File: config.mk
export PLATFORM = sky130hd
export DESIGN_NAME = periodic_timer
export DESIGN_NICKNAME = d
export VERILOG_FILES = /design/src/rtl/tmr_pkg.sv /design/src/rtl/tmr_prescaler.sv /design/src/rtl/tmr_counter.sv /design/src/rtl/tmr_regs.sv /design/src/rtl/periodic_timer.sv
export SDC_FILE = /design/constraint.sdc
export NUM_CORES = 1
export LEC_CHECK = 0
export BUFFER_PORTS_ARGS = -buffer_cell sky130_fd_sc_hd__buf_2
export CAP_MARGIN = 20
export CORE_MARGIN = 10
export CORE_UTILIZATION = 55
export CTS_BUF_LIST = sky130_fd_sc_hd__clkbuf_2 sky130_fd_sc_hd__clkbuf_4 sky130_fd_sc_hd__clkbuf_8
export DETAILED_ROUTE_END_ITERATION = 6
export GPL_TIMING_DRIVEN = 0
export PLACE_DENSITY = 0.86
export SLEW_MARGIN = 20
export SYNTH_ARGS = -nofsm -noshare
export SYNTH_HDL_FRONTEND = slang
export SYNTH_SLANG_ARGS = --single-unit
File: constraint.sdc
create_clock -name clk -period 5.6 [get_ports clk]
set_input_delay 1.12 -clock clk [delete_from_list [all_inputs] [get_ports clk]]
set_output_delay 1.12 -clock clk [all_outputs]
set_load 0.1 [all_outputs]
File: src/rtl/tmr_pkg.sv
package tmr_pkg;

    localparam int ADR_W = 4;
    localparam int BUS_W = 8;

    // register offsets
    localparam logic [ADR_W-1:0] OFS_CTRL = 4'h0;
    localparam logic [ADR_W-1:0] OFS_STAT = 4'h1;
    localparam logic [ADR_W-1:0] OFS_VEC  = 4'h2;
    localparam logic [ADR_W-1:0] OFS_PRE  = 4'h4;
    localparam logic [ADR_W-1:0] OFS_CNT  = 4'h8;

    localparam logic [2:0] PIN_AS_REQ = 3'b101;
    localparam logic [1:0] CLK_PRESC  = 2'b00;

    typedef struct packed {
        logic [2:0] pin_mode;   // 7:5
        logic       no_reload;  // 4
        logic       spare;      // 3
        logic [1:0] clk_sel;    // 2:1
        logic       run;        // 0
    } ctrl_t;

    function automatic logic counts_on(ctrl_t c);
        return c.run && (c.clk_sel == CLK_PRESC);
    endfunction

    function automatic logic req_mode(ctrl_t c);
        return c.pin_mode == PIN_AS_REQ;
    endfunction

endpackage

File: src/rtl/tmr_prescaler.sv
module tmr_prescaler
    import tmr_pkg::*;
#(
    parameter int DIV = 32
) (
    input  logic clk,
    input  logic rst,
    input  logic restart,
    input  logic en,
    output logic tick
);
    localparam int PW = (DIV > 1) ? $clog2(DIV) : 1;
    localparam logic [PW-1:0] LAST = PW'(DIV - 1);

    logic [PW-1:0] phase;

    assign tick = en && (phase == LAST);

    always_ff @(posedge clk) begin
        if (rst || restart || !en) begin
            phase <= '0;
        end else if (phase == LAST) begin
            phase <= '0;
        end else begin
            phase <= phase + 1'b1;
        end
    end
endmodule

File: src/rtl/tmr_counter.sv
module tmr_counter
    import tmr_pkg::*;
#(
    parameter int W = 24
) (
    input  logic         clk,
    input  logic         rst,
    input  logic         load,
    input  logic         tick,
    input  logic [W-1:0] preload,
    output logic [W-1:0] count,
    output logic         zero_hit
);
    logic [W-1:0] nxt;

    always_comb begin
        if (count == '0) begin
            nxt = preload;
        end else begin
            nxt = count - 1'b1;
        end
    end

    assign zero_hit = tick && (nxt == '0);

    always_ff @(posedge clk) begin
        if (rst) begin
            count <= '0;
        end else if (load) begin
            count <= preload;
        end else if (tick) begin
            count <= nxt;
        end
    end
endmodule

File: src/rtl/tmr_regs.sv
module tmr_regs
    import tmr_pkg::*;
#(
    parameter int NB = 3
) (
    input  logic              clk,
    input  logic              rst,
    input  logic              sel,
    input  logic              wr,
    input  logic [ADR_W-1:0]  addr,
    input  logic [BUS_W-1:0]  wdata,
    input  logic [NB*8-1:0]   count,
    input  logic              zero_hit,
    output logic [BUS_W-1:0]  rdata,
    output ctrl_t             ctrl_q,
    output logic [BUS_W-1:0]  vec_q,
    output logic [NB*8-1:0]   preload,
    output logic              zd_q,
    output logic              load_p
);
    logic        wr_hit;
    logic        rd_hit;
    logic        clr_zd;
    logic [7:0]  pre_b [NB];

    assign wr_hit = sel && wr;
    assign rd_hit = sel && !wr;
    assign clr_zd = wr_hit && (addr == OFS_STAT) && wdata[0];
    assign load_p = wr_hit && (addr == OFS_CTRL) && wdata[0] && !ctrl_q.run;

    always_ff @(posedge clk) begin
        if (rst) begin
            ctrl_q <= '0;
            vec_q  <= '0;
        end else if (wr_hit) begin
            if (addr == OFS_CTRL) ctrl_q <= ctrl_t'(wdata);
            if (addr == OFS_VEC)  vec_q  <= wdata;
        end
    end

    // byte 0 is the most significant
    for (genvar i = 0; i < NB; i++) begin : g_pre
        always_ff @(posedge clk) begin
            if (rst) begin
                pre_b[i] <= '0;
            end else if (wr_hit && (addr == OFS_PRE + ADR_W'(i))) begin
                pre_b[i] <= wdata;
            end
        end
        assign preload[(NB-1-i)*8 +: 8] = pre_b[i];
    end

    // set has priority over clear
    always_ff @(posedge clk) begin
        if (rst) begin
            zd_q <= 1'b0;
        end else if (zero_hit) begin
            zd_q <= 1'b1;
        end else if (clr_zd) begin
            zd_q <= 1'b0;
        end
    end

    always_comb begin
        rdata = '0;
        if (rd_hit) begin
            if (addr == OFS_CTRL) rdata = ctrl_q;
            if (addr == OFS_STAT) rdata = {7'b0, zd_q};
            if (addr == OFS_VEC)  rdata = vec_q;
            for (int i = 0; i < NB; i++) begin
                if (addr == OFS_PRE + ADR_W'(i)) rdata = pre_b[i];
                if (addr == OFS_CNT + ADR_W'(i)) rdata = count[(NB-1-i)*8 +: 8];
            end
        end
    end
endmodule

File: src/rtl/periodic_timer.sv
module periodic_timer
    import tmr_pkg::*;
#(
    parameter int CNT_W     = 24,
    parameter int PRESC_DIV = 32
) (
    input  logic             clk,
    input  logic             rst,
    input  logic             bus_sel,
    input  logic             bus_wr,
    input  logic [3:0]       bus_addr,
    input  logic [7:0]       bus_wdata,
    output logic [7:0]       bus_rdata,
    output logic             irq_req,
    input  logic             irq_ack,
    output logic [7:0]       vec_out
);
    localparam int NB = CNT_W / 8;
    localparam int CW = NB * 8;

    ctrl_t          ctrl_q;
    logic [7:0]     vec_q;
    logic [CW-1:0]  preload;
    logic [CW-1:0]  count;
    logic           zd_q;
    logic           load_p;
    logic           tick;
    logic           zero_hit;
    logic           cnt_en;

    assign cnt_en = counts_on(ctrl_q);

    tmr_regs #(.NB(NB)) u_regs (
        .clk      (clk),
        .rst      (rst),
        .sel      (bus_sel),
        .wr       (bus_wr),
        .addr     (bus_addr),
        .wdata    (bus_wdata),
        .count    (count),
        .zero_hit (zero_hit),
        .rdata    (bus_rdata),
        .ctrl_q   (ctrl_q),
        .vec_q    (vec_q),
        .preload  (preload),
        .zd_q     (zd_q),
        .load_p   (load_p)
    );

    tmr_prescaler #(.DIV(PRESC_DIV)) u_presc (
        .clk     (clk),
        .rst     (rst),
        .restart (load_p),
        .en      (cnt_en),
        .tick    (tick)
    );

    tmr_counter #(.W(CW)) u_cnt (
        .clk      (clk),
        .rst      (rst),
        .load     (load_p),
        .tick     (tick),
        .preload  (preload),
        .count    (count),
        .zero_hit (zero_hit)
    );

    assign irq_req = zd_q && req_mode(ctrl_q);
    assign vec_out = irq_ack ? vec_q : 8'h00;
endmodule

Word level (Yosys, flattened, before mapping)
Memory sizes are Yosys's and may differ from the RTL's.
Index checks and enable logic that the tools add are counted.
W data, S select, Z words.
{"block": "totals", "ram_bits": 24, "romBits": 0, "latch_bits": 0, "output_inout_bits": 17, "register_bits": 46, "n_memories": 1}
{"memory": "u_regs.pre_b", "depth": 3, "width": 8, "rd": 3, "rd_clocked_by_memory_dff": 0, "write_ports": 3, "line": "tmr_regs.sv:24", "source": "logic [7:0] pre_b [NB];"}
{"block": "op_classes", "reduce_logical": 28, "n_mux": 30, "n_bitwise": 3, "multipliers": 0, "n_eq_ne": 10, "div": 0, "order_cmp": 0, "add_sub_neg": 2, "shift": 0}
{"op": "$mux W8", "n": 14}
{"op": "$mux W24", "n": 3}
{"op": "$logic_not A24 Y1", "n": 2}
{"op": "$sub A24 B1 Y24 const B", "n": 1}
{"op": "$logic_and A1 B1 Y1", "n": 14}
{"op": "$mux W1", "n": 13}
{"op": "$eq A4 B3 Y1 const B", "n": 3}
{"op": "$eq A4 B4 Y1 const B", "n": 3}
{"op": "$add A5 B1 Y5 const B", "n": 1}
{"op": "$eq A5 B5 Y1 const B", "n": 1}
{"op": "$eq A4 B1 Y1 const B", "n": 1}
{"op": "$eq A4 B2 Y1 const B", "n": 1}
{"op": "$logic_not A4 Y1", "n": 1}
{"op": "$reduce_and A2 Y1", "n": 2}
{"op": "$reduce_bool A2 Y1", "n": 2}
{"op": "$eq A3 B3 Y1 const B", "n": 1}
{"op": "$logic_not A1 Y1", "n": 3}
{"op": "$or A1 B1 Y1", "n": 3}
{"op": "$logic_not A2 Y1", "n": 1}
{"op": "$logic_or A1 B1 Y1", "n": 2}
{"op": "$reduce_or A2 Y1", "n": 1}

Depth between registers and ports, before layout
Gate-level depths: netlist of the first run.
{"block": "logic_depth", "word_depth": 11, "depth_mapped": 11, "mapped_depth_nobuf": 9}

Modules after synthesis
From an unflattened synthesis of the first run, not the netlist that was laid out.
{"block": "unflattened", "hier_cells": 523, "area_unflattened_um2": 4474.3}
{"mod": "tmr_regs", "n_inst": 1, "cells_per_inst": 224, "seq_area_each_um2": 1061.0, "area_per_inst_um2": 2354.8}
{"mod": "tmr_counter", "n_inst": 1, "cells_per_inst": 270, "seq_area_each_um2": 480.5, "area_per_inst_um2": 1844.3}
{"mod": "tmr_prescaler", "n_inst": 1, "cells_per_inst": 19, "seq_area_each_um2": 100.1, "area_per_inst_um2": 207.7}
{"mod": "periodic_timer", "n_inst": 1, "cells_per_inst": 10, "seq_area_each_um2": 0.0, "area_per_inst_um2": 67.6}

Least setup slack after synthesis of the first run
No wires, ideal clock.
{"block": "synth_timing", "kind": "input port to output port", "startpoint": "input port bus_addr[3]", "endpoint": "output port bus_rdata[0]", "t_arrival_ns": 4.552, "cell_stages": 7, "setup_slack_ns": -0.072, "required_time_ns": 4.480, "cell_sequence": "clkbuf_1 -> clkbuf_1 -> nor2b_1 -> a21oi_1 -> o21ai_0 -> a21oi_1 -> a211oi_1"}
{"block": "synth_between", "elab_chain_cells": 11, "elab_cells_between_ends": 19, "classes_between": "8 x eq/ne; 10 x mux; 1 x reduce/logical"}
{"element": "start, declared", "line": "periodic_timer.sv:11", "source": "input logic [3:0] bus_addr,"}
{"element": "$logic_not A4 Y1", "line": "tmr_regs.sv:67", "source": "if (addr == OFS_CTRL) rdata = ctrl_q;"}
{"element": "$mux W8", "line": "tmr_regs.sv:67"}
{"element": "$mux W8", "line": "tmr_regs.sv:68", "source": "if (addr == OFS_STAT) rdata = {7'b0, zd_q};"}
{"element": "$mux W8", "line": "tmr_regs.sv:69", "source": "if (addr == OFS_VEC) rdata = vec_q;"}
{"element": "$mux W8", "line": "tmr_regs.sv:71", "source": "if (addr == OFS_PRE + ADR_W'(i)) rdata = pre_b[i];"}
{"element": "$mux W8", "line": "tmr_regs.sv:72", "source": "if (addr == OFS_CNT + ADR_W'(i)) rdata = count[(NB-1-i)*8 +: 8];"}
{"element": "$mux W8", "line": "tmr_regs.sv:71"}
{"element": "$mux W8", "line": "tmr_regs.sv:72"}
{"element": "$mux W8", "line": "tmr_regs.sv:71"}
{"element": "$mux W8 (*)", "line": "tmr_regs.sv:72"}
{"element": "$mux W8 (*)", "line": "tmr_regs.sv:66", "source": "if (rd_hit) begin"}
{"element": "end, declared", "line": "periodic_timer.sv:13", "source": "output logic [7:0] bus_rdata,"}
Mark *: on every way between the ends. The rest lies on a longest branch, timed or not.

Worst setup path after layout of the first run
{"block": "layout_timing", "startpoint": "input port bus_addr[3]", "endpoint": "output port bus_rdata[3]"}
Same word-level chain as after synthesis.

==> impl_metrics.env, run 1 <==
export IMPL_status="finished, final reports clean"
export IMPL_tightest_slew_ns=0.956
export IMPL_grt_max_degree=14
export IMPL_crit_path_end_kind="primary output"
export IMPL_cts_tree="built"
export IMPL_start_kind="input port"
export IMPL_vias=4337
export IMPL_cp_slowest_stage_delay_ns=0.52
export IMPL_synth_top_area_cell="dfxtp_1"
export IMPL_setup_viol=0
export IMPL_drt_first_iter_violations=466
export IMPL_route_antenna_remaining_nets=0
export IMPL_cts_hold_buf=0
export IMPL_core_area_sq_mm=0.00769
export IMPL_cp_cell_sequence="clkbuf_1 -> clkbuf_1 -> mux2i_1 -> o22a_1 -> o2bb2ai_1 -> o21ai_0 -> nand3_1 -> o21ai_0 -> a21oi_1 -> buf_2"
export IMPL_critPathKind="in2out"
export IMPL_initial_core_util=0.564
export IMPL_postSynthCellCount=511
export IMPL_routabilityCongestion=1.01
export IMPL_die_area_sq_mm=0.0118
export IMPL_reg2reg_depth=11
export IMPL_portBuffers=32
export IMPL_synth_warnings=0
export IMPL_async_flop_share=0
export IMPL_overflow=0
export IMPL_fmax_ghz=0.215
export IMPL_first_global_vias=4100
export IMPL_hold_viol=0
export IMPL_syn2layout_area_growth_pct=11.6
export IMPL_cts_made_buffers=9
export IMPL_powerDensity_mw_per_mm2=229
export IMPL_clockRootBuffer="clkbuf_8"
export IMPL_crit_required_ns=4.48
export IMPL_grt_first_pass_wirelength_mm=21.5
export IMPL_slew_headroom=0.362
export IMPL_synthTopCellsByCount="64 x nor2_1, 46 x dfxtp_1, 34 x and2_1, 34 x o21ai_0"
export IMPL_synthesis_nets=532
export IMPL_synth_area_leaders="dfxtp_1 21%, edfxtp_1 17%, mux2i_1 6.0%"
export IMPL_ios=34
export IMPL_post_cts_buffers=0
export IMPL_grt_setup_unrepaired="no"
export IMPL_worstHoldEndpoint="u_presc.phase[0]"
export IMPL_min_delay_start="u_presc.phase[0]"
export IMPL_wirelength_mm=13.9
export IMPL_synth_area_sq_mm=0.00433
export IMPL_die_h_um=109
export IMPL_track_usage=0.233
export IMPL_synth_top_area_frac=0.212
export IMPL_finalCritPeriodShare=0.829
export IMPL_clk_latency_ns=0.35
export IMPL_synth_most_common_cell="nor2_1"
export IMPL_num_rows=32
export IMPL_cts_clk_slew_worst_paths_ns=0.08
export IMPL_drcViolationCount=0
export IMPL_skew_ns=0.00824
export IMPL_finalPower_w=0.00111
export IMPL_post_drt_via_cell_ratio=6.56
export IMPL_setup_tns_ns=0
export IMPL_synthFlopType="dfxtp_1"
export IMPL_hp_class="reg2reg"
export IMPL_synth_edf_count=24
export IMPL_ys_seq_area_frac=0.379
export IMPL_fin_nets=575
export IMPL_synth_area_per_cell_sq_um=8.48
export IMPL_cap_violations=0
export IMPL_wl_per_cell_um=21.0
export IMPL_cts_resized=0
export IMPL_crit_path_top_delay_cell="clkbuf_1"
export IMPL_drive_above_1_share=0.132
export IMPL_arrival_ns=3.52
export IMPL_vdd_ir_drop_max_mv=0.205
export IMPL_regToRegSetupSlack_ns=1.95
export IMPL_rr_endpoint="u_regs.zd_q"
export IMPL_die_w_um=109
export IMPL_clock_sinks=70
export IMPL_utilization=0.629
export IMPL_cts_max_path_buffers=2
export IMPL_synthDistinctLibCells=62
export IMPL_ys_seq_elements=70
export IMPL_r2r_start="u_cnt.count[0]"
export IMPL_finalMaxSlewViolations=0
export IMPL_diodes=0
export IMPL_leakage_nw=1.87
export IMPL_antenna_found_initial=0
export IMPL_dp_hpwl_mm=10.2
export IMPL_period_needed_ns=4.64
export IMPL_h_tree_depth=3
export IMPL_critPathMaxFanout=10
export IMPL_drt_pass1_iterations=6
export IMPL_whs_path_depth=1
## flip-flops by register name, summed over array words and instances, names as in the netlist
register	count
u_cnt.count	24
u_presc.phase	5
u_regs.ctrl_q	8
u_regs.pre_b	24
u_regs.vec_q	8
u_regs.zd_q	1
## routing by layer
layer  part of all wire  GRT usage
met4              0.052      0.123
met3               0.11     0.0590
met5                  0          0
met2               0.45      0.362
met1               0.39      0.292
## power by group
| part | switching [W] | internal, W | total (W) | leakage (nW) |
|---|---|---|---|---|
| Clock | 0.000222 | 0.000214 | 0.000436 | 0.0929 |
| Combinational | 0.0000807 | 0.0000360 | 0.000117 | 1.17 |
| Sequential | 0.0000173 | 0.000536 | 0.000554 | 0.599 |
## per-stage QoR
step	cells	worst slack (ns)	hold WS [ns]	area (sq um)
2_1_floorplan	511	0.581	0.418	4340
3_3_place_gp	645	1.11	0.436	4630
3_5_place_dp	645	1.07	0.441	4630
4_1_cts	661	1.08	0.453	4830
5_1_grt	661	0.769	0.490	4840
6_report	661	0.957	0.453	4840
## final cells by class
type | count | area, sq um
Buffer | 36 | 186
Clock buffer | 10 | 131
Clock inverter | 6 | 70.1
Fill cell | 673 | 2850
Inverter | 4 | 15.0
Multi-Input combinational cell | 401 | 2500
Sequential cell | 70 | 1640
Tap cell | 102 | 128
Timing Repair Buffer | 32 | 160
## logic make-up (layout without fill, tap and decap cells)
| family | Yosys count | in the layout | share of synthesized area |
|---|---|---|---|
| flops | 70 | 70 | 0.379 |
| mux | 26 | 26 | 0.0600 |
| fa+ha+maj | 4 | 4 | 0.0115 |
| xor+xnor | 9 | 9 | 0.0182 |
| compound gates | 126 | 126 | 0.191 |
| simple gates | 236 | 236 | 0.294 |
| buf+inv | 40 | 88 | 0.0465 |
## cell usage in the layout (no fill, tap or decap), drive strengths merged, types with 6 or more instances in the layout
cell     Yosys  final
clkbuf      28     38
nand2       32     32
edfxtp      24     24
o2bb2ai      7      7
nand3       19     19
buf          8     40
mux2i       26     26
and2        34     34
nor4        15     15
xnor2        6      6
a22oi        9      9
nor2        65     65
inv          4      6
a221oi      10     10
or4          6      6
dfxtp       46     46
or3          6      6
a21oi       32     32
o21ai       34     34
o22a         7      7
nor3        24     24
## worst max-delay path, delay by kind of cell
family	cells	cell delay [ns]
multiplexers	1	0.17
AND/OR/NAND/NOR	1	0.09
AO/OA/AOI/OAI	5	0.82
buffers and inverters	3	1.32
## worst max path at each step
stage	from	endpoint	slack, ns	depth (start not counted)
3_5_place_dp	bus_addr[3]	bus_rdata[3]	1.07	10
2_1_floorplan	bus_addr[3]	bus_rdata[3]	0.58	9
3_3_place_gp	bus_addr[3]	bus_rdata[3]	1.11	10
5_1_grt	bus_addr[3]	bus_rdata[3]	0.77	10
6_report	bus_addr[3]	bus_rdata[3]	0.96	10
4_1_cts	bus_addr[3]	bus_rdata[3]	1.08	10
Note: power is estimated with default switching activity, not from simulation.
==> run 2: changes to the inputs <==
- ABC_AREA: default -> 1
- clock period: 5.6 -> 4.4 ns (I/O delays scaled with it)
==> run 2 against run 1 <==
  * Worst setup slack lost 0.14 ns
  * Clock power grew 33%
  * Routed wire length shrank 3.7%
  * Final cell count grew 28%
  * Critical path type unchanged
  * Sequential share of layout area shrank 1.3 points
  * Critical endpoint is now bus_rdata[0]
  * Highest routed layer unchanged
  * Sequential cell count is the same
  * Register-to-register slack lost 0.02 ns
==> impl_metrics.env, run 2 <==
export IMPL_ys_seq_elements=70
export IMPL_drive_above_1_share=0.116
export IMPL_vias=4855
export IMPL_vdd_ir_drop_max_mv=0.281
export IMPL_setup_tns_ns=0
export IMPL_ios=34
export IMPL_crit_top_cell="inv_1"
export IMPL_fillers=703
export IMPL_fin_nets=758
export IMPL_skew_ns=0.00712
export IMPL_die_w_um=111
export IMPL_synth_top_area_frac=0.204
export IMPL_routabilityCongestion=0.930
export IMPL_hold_viol=0
export IMPL_min_delay_start="u_presc.phase[0]"
export IMPL_fmax_ghz=0.279
export IMPL_status="finished, final reports clean"
export IMPL_critPathKind="in2out"
export IMPL_ys_seq_area_frac=0.363
export IMPL_whs_path_depth=1
export IMPL_critPathTopFamily="buffers and inverters"
export IMPL_cts_resized=0
export IMPL_synthDistinctLibCells=38
export IMPL_wl_per_cell_um=15.8
export IMPL_synth_warnings=0
export IMPL_finalPower_w=0.00146
export IMPL_finalCritPeriodShare=0.814
export IMPL_slew_headroom=0.323
export IMPL_cts_hold_buf=0
export IMPL_drt_pass1_iterations=6
export IMPL_synthFlopType="dfxtp_1"
export IMPL_num_rows=32
export IMPL_arrival_ns=2.70
export IMPL_synth_area_leaders="dfxtp_1 20%, nand2_1 18%, edfxtp_1 16%"
export IMPL_postSynthCellCount=694
export IMPL_clk_latency_ns=0.35
export IMPL_diodes=0
export IMPL_async_flop_share=0
export IMPL_grt_first_pass_wirelength_mm=22.0
export IMPL_drcViolationCount=0
export IMPL_start_kind="input port"
export IMPL_wirelength_mm=13.4
export IMPL_synth_edf_count=24
export IMPL_crit_path_top_delay_cell="buf_2"
export IMPL_clockRootBuffer="clkbuf_8"
export IMPL_synth_area_per_cell_sq_um=6.51
export IMPL_overflow=0
export IMPL_post_drt_via_cell_ratio=5.75
export IMPL_power_switching_w=0.000402
export IMPL_cap_violations=0
export IMPL_rr_endpoint="u_regs.zd_q"
export IMPL_r2r_start="u_cnt.count[0]"
export IMPL_worstHoldEndpoint="u_presc.phase[0]"
export IMPL_syn2layout_area_growth_pct=11.2
export IMPL_grt_setup_unrepaired="no"
export IMPL_synthTopCellsByCount="222 x nand2_1, 102 x inv_1, 83 x nor2_1"
export IMPL_cts_max_path_buffers=2
export IMPL_reg_top3="u_cnt.count (24), u_regs.pre_b (24)"
export IMPL_core_area_sq_mm=0.00785
export IMPL_most_common_layout_cells="222 x nand2_1, 102 x inv_1, 83 x nor2_1, 46 x dfxtp_1"
export IMPL_die_h_um=111
export IMPL_antenna_found_initial=0
export IMPL_path_buf_inv=6
export IMPL_cp_cell_sequence="buf_2 -> inv_1 -> nor2_1 -> inv_1 -> nor2_1 -> inv_1 -> o2111ai_1 -> o21ai_0 -> o2111ai_1 -> nand3_1 -> inv_1 -> buf_2"
export IMPL_synth_top_area_cell="dfxtp_1"
export IMPL_synth_area_sq_mm=0.00452
export IMPL_post_cts_buffers=0
export IMPL_portBuffers=32
export IMPL_cp_slowest_stage_delay_ns=0.42
export IMPL_leakage_nw=2.33
export IMPL_cts_made_buffers=9
export IMPL_initial_core_util=0.576
export IMPL_final_common_cell="nand2_1"
export IMPL_route_antenna_remaining_nets=0
export IMPL_clkPwrFrac=0.395
export IMPL_cts_tree="built"
export IMPL_critPathMaxFanout=6
export IMPL_comb_power_share=0.126
export IMPL_setup_viol=0
export IMPL_crit_path_end_kind="primary output"
export IMPL_p_int_w=0.00106
export IMPL_first_global_vias=4522
export IMPL_hp_class="reg2reg"
export IMPL_drt_first_iter_violations=400
export IMPL_regToRegSetupSlack_ns=1.93
export IMPL_switching_share=0.275
export IMPL_clock_sinks=70
export IMPL_reg2reg_depth=14
export IMPL_grt_max_degree=14
export IMPL_die_area_sq_mm=0.0122
export IMPL_cts_clk_slew_worst_paths_ns=0.08
export IMPL_synthesis_nets=715
export IMPL_period_needed_ns=3.58
export IMPL_powerDensity_mw_per_mm2=291
export IMPL_synth_most_common_cell="nand2_1"
export IMPL_finalMaxSlewViolations=0
export IMPL_track_usage=0.210
export IMPL_p_seq_frac=0.479
export IMPL_crit_required_ns=3.52
export IMPL_h_tree_depth=3
export IMPL_tightest_slew_ns=1.01
export IMPL_dp_hpwl_mm=10.5
## run 2: cell types whose count changed after synthesis, moves of 19 or more
cell     before  now
and2_1       34    0
mux2i_1      26    0
nor2_1       64   83
a31oi_1       3   27
inv_1         4  102
nand2_1      32  222
nor3_1       24    2
## run 2: layer usage
| metal | vias up | wire [um] | track usage | share of wire |
|---|---|---|---|---|
| met4 | 0 | 645 | 0.109 | 0.048 |
| met1 | 2164 | 5440 | 0.265 | 0.41 |
| met3 | 51 | 1400 | 0.0459 | 0.10 |
| li1 | 2338 | - | - | - |
| met5 | - | 0 | 0 | 0 |
| met2 | 302 | 5890 | 0.327 | 0.44 |
## run 2: layout make-up
type	instances	area [sq um]	share of cell area
clock buffer	10	131	0.0262
sequential	70	1640	0.327
multi-input combinational	504	2410	0.480
inverter	104	390	0.0777
clock inverter	6	87.6	0.0174
timing repair buffer	32	160	0.0319
tap	102	128	0.0254
buffer	16	72.6	0.0144
## run 2: how the worst max path moves through the flow
stage,startpoint,end,cells after the start
global route,bus_addr[2],bus_rdata[0],12
global placement,bus_addr[2],bus_rdata[0],12
detailed placement,bus_addr[2],bus_rdata[0],12
CTS,bus_addr[2],bus_rdata[0],12
floorplan,u_regs.ctrl_q[7],irq_req,2
finish,bus_addr[2],bus_rdata[0],12
## run 2: power by group through the flow
stage	clock (W)	sequential (W)	combinational [W]
2_1_floorplan	0	0.000706	0.000135
3_3_place_gp	0	0.000714	0.000176
3_5_place_dp	0	0.000715	0.000180
4_1_cts	0.000576	0.000700	0.000181
5_1_grt	0.000602	0.000702	0.000205
6_report	0.000578	0.000701	0.000184
## run 2: kinds of logic (layout without fill, tap and decap cells)
kind of cell	after synthesis	count (layout)	synth area share
AND/OR/NAND/NOR	389	389	0.375
buffers and inverters	120	168	0.102
AO/OA/AOI/OAI	109	109	0.145
flip-flops	70	70	0.363
adder cells (fa/ha/maj)	4	4	0.0111
XOR/XNOR	2	2	0.00388
## run 2: per-stage QoR
stage	util	std cells	worst slack [ns]	hold WS [ns]	area, sq um
2_1_floorplan	-	694	0.277	0.418	4520
3_3_place_gp	0.612	828	0.853	0.428	4800
3_5_place_dp	0.612	828	0.813	0.437	4800
4_1_cts	0.640	844	0.807	0.454	5020
5_1_grt	0.640	844	0.630	0.488	5020
6_report	0.640	844	0.819	0.450	5020
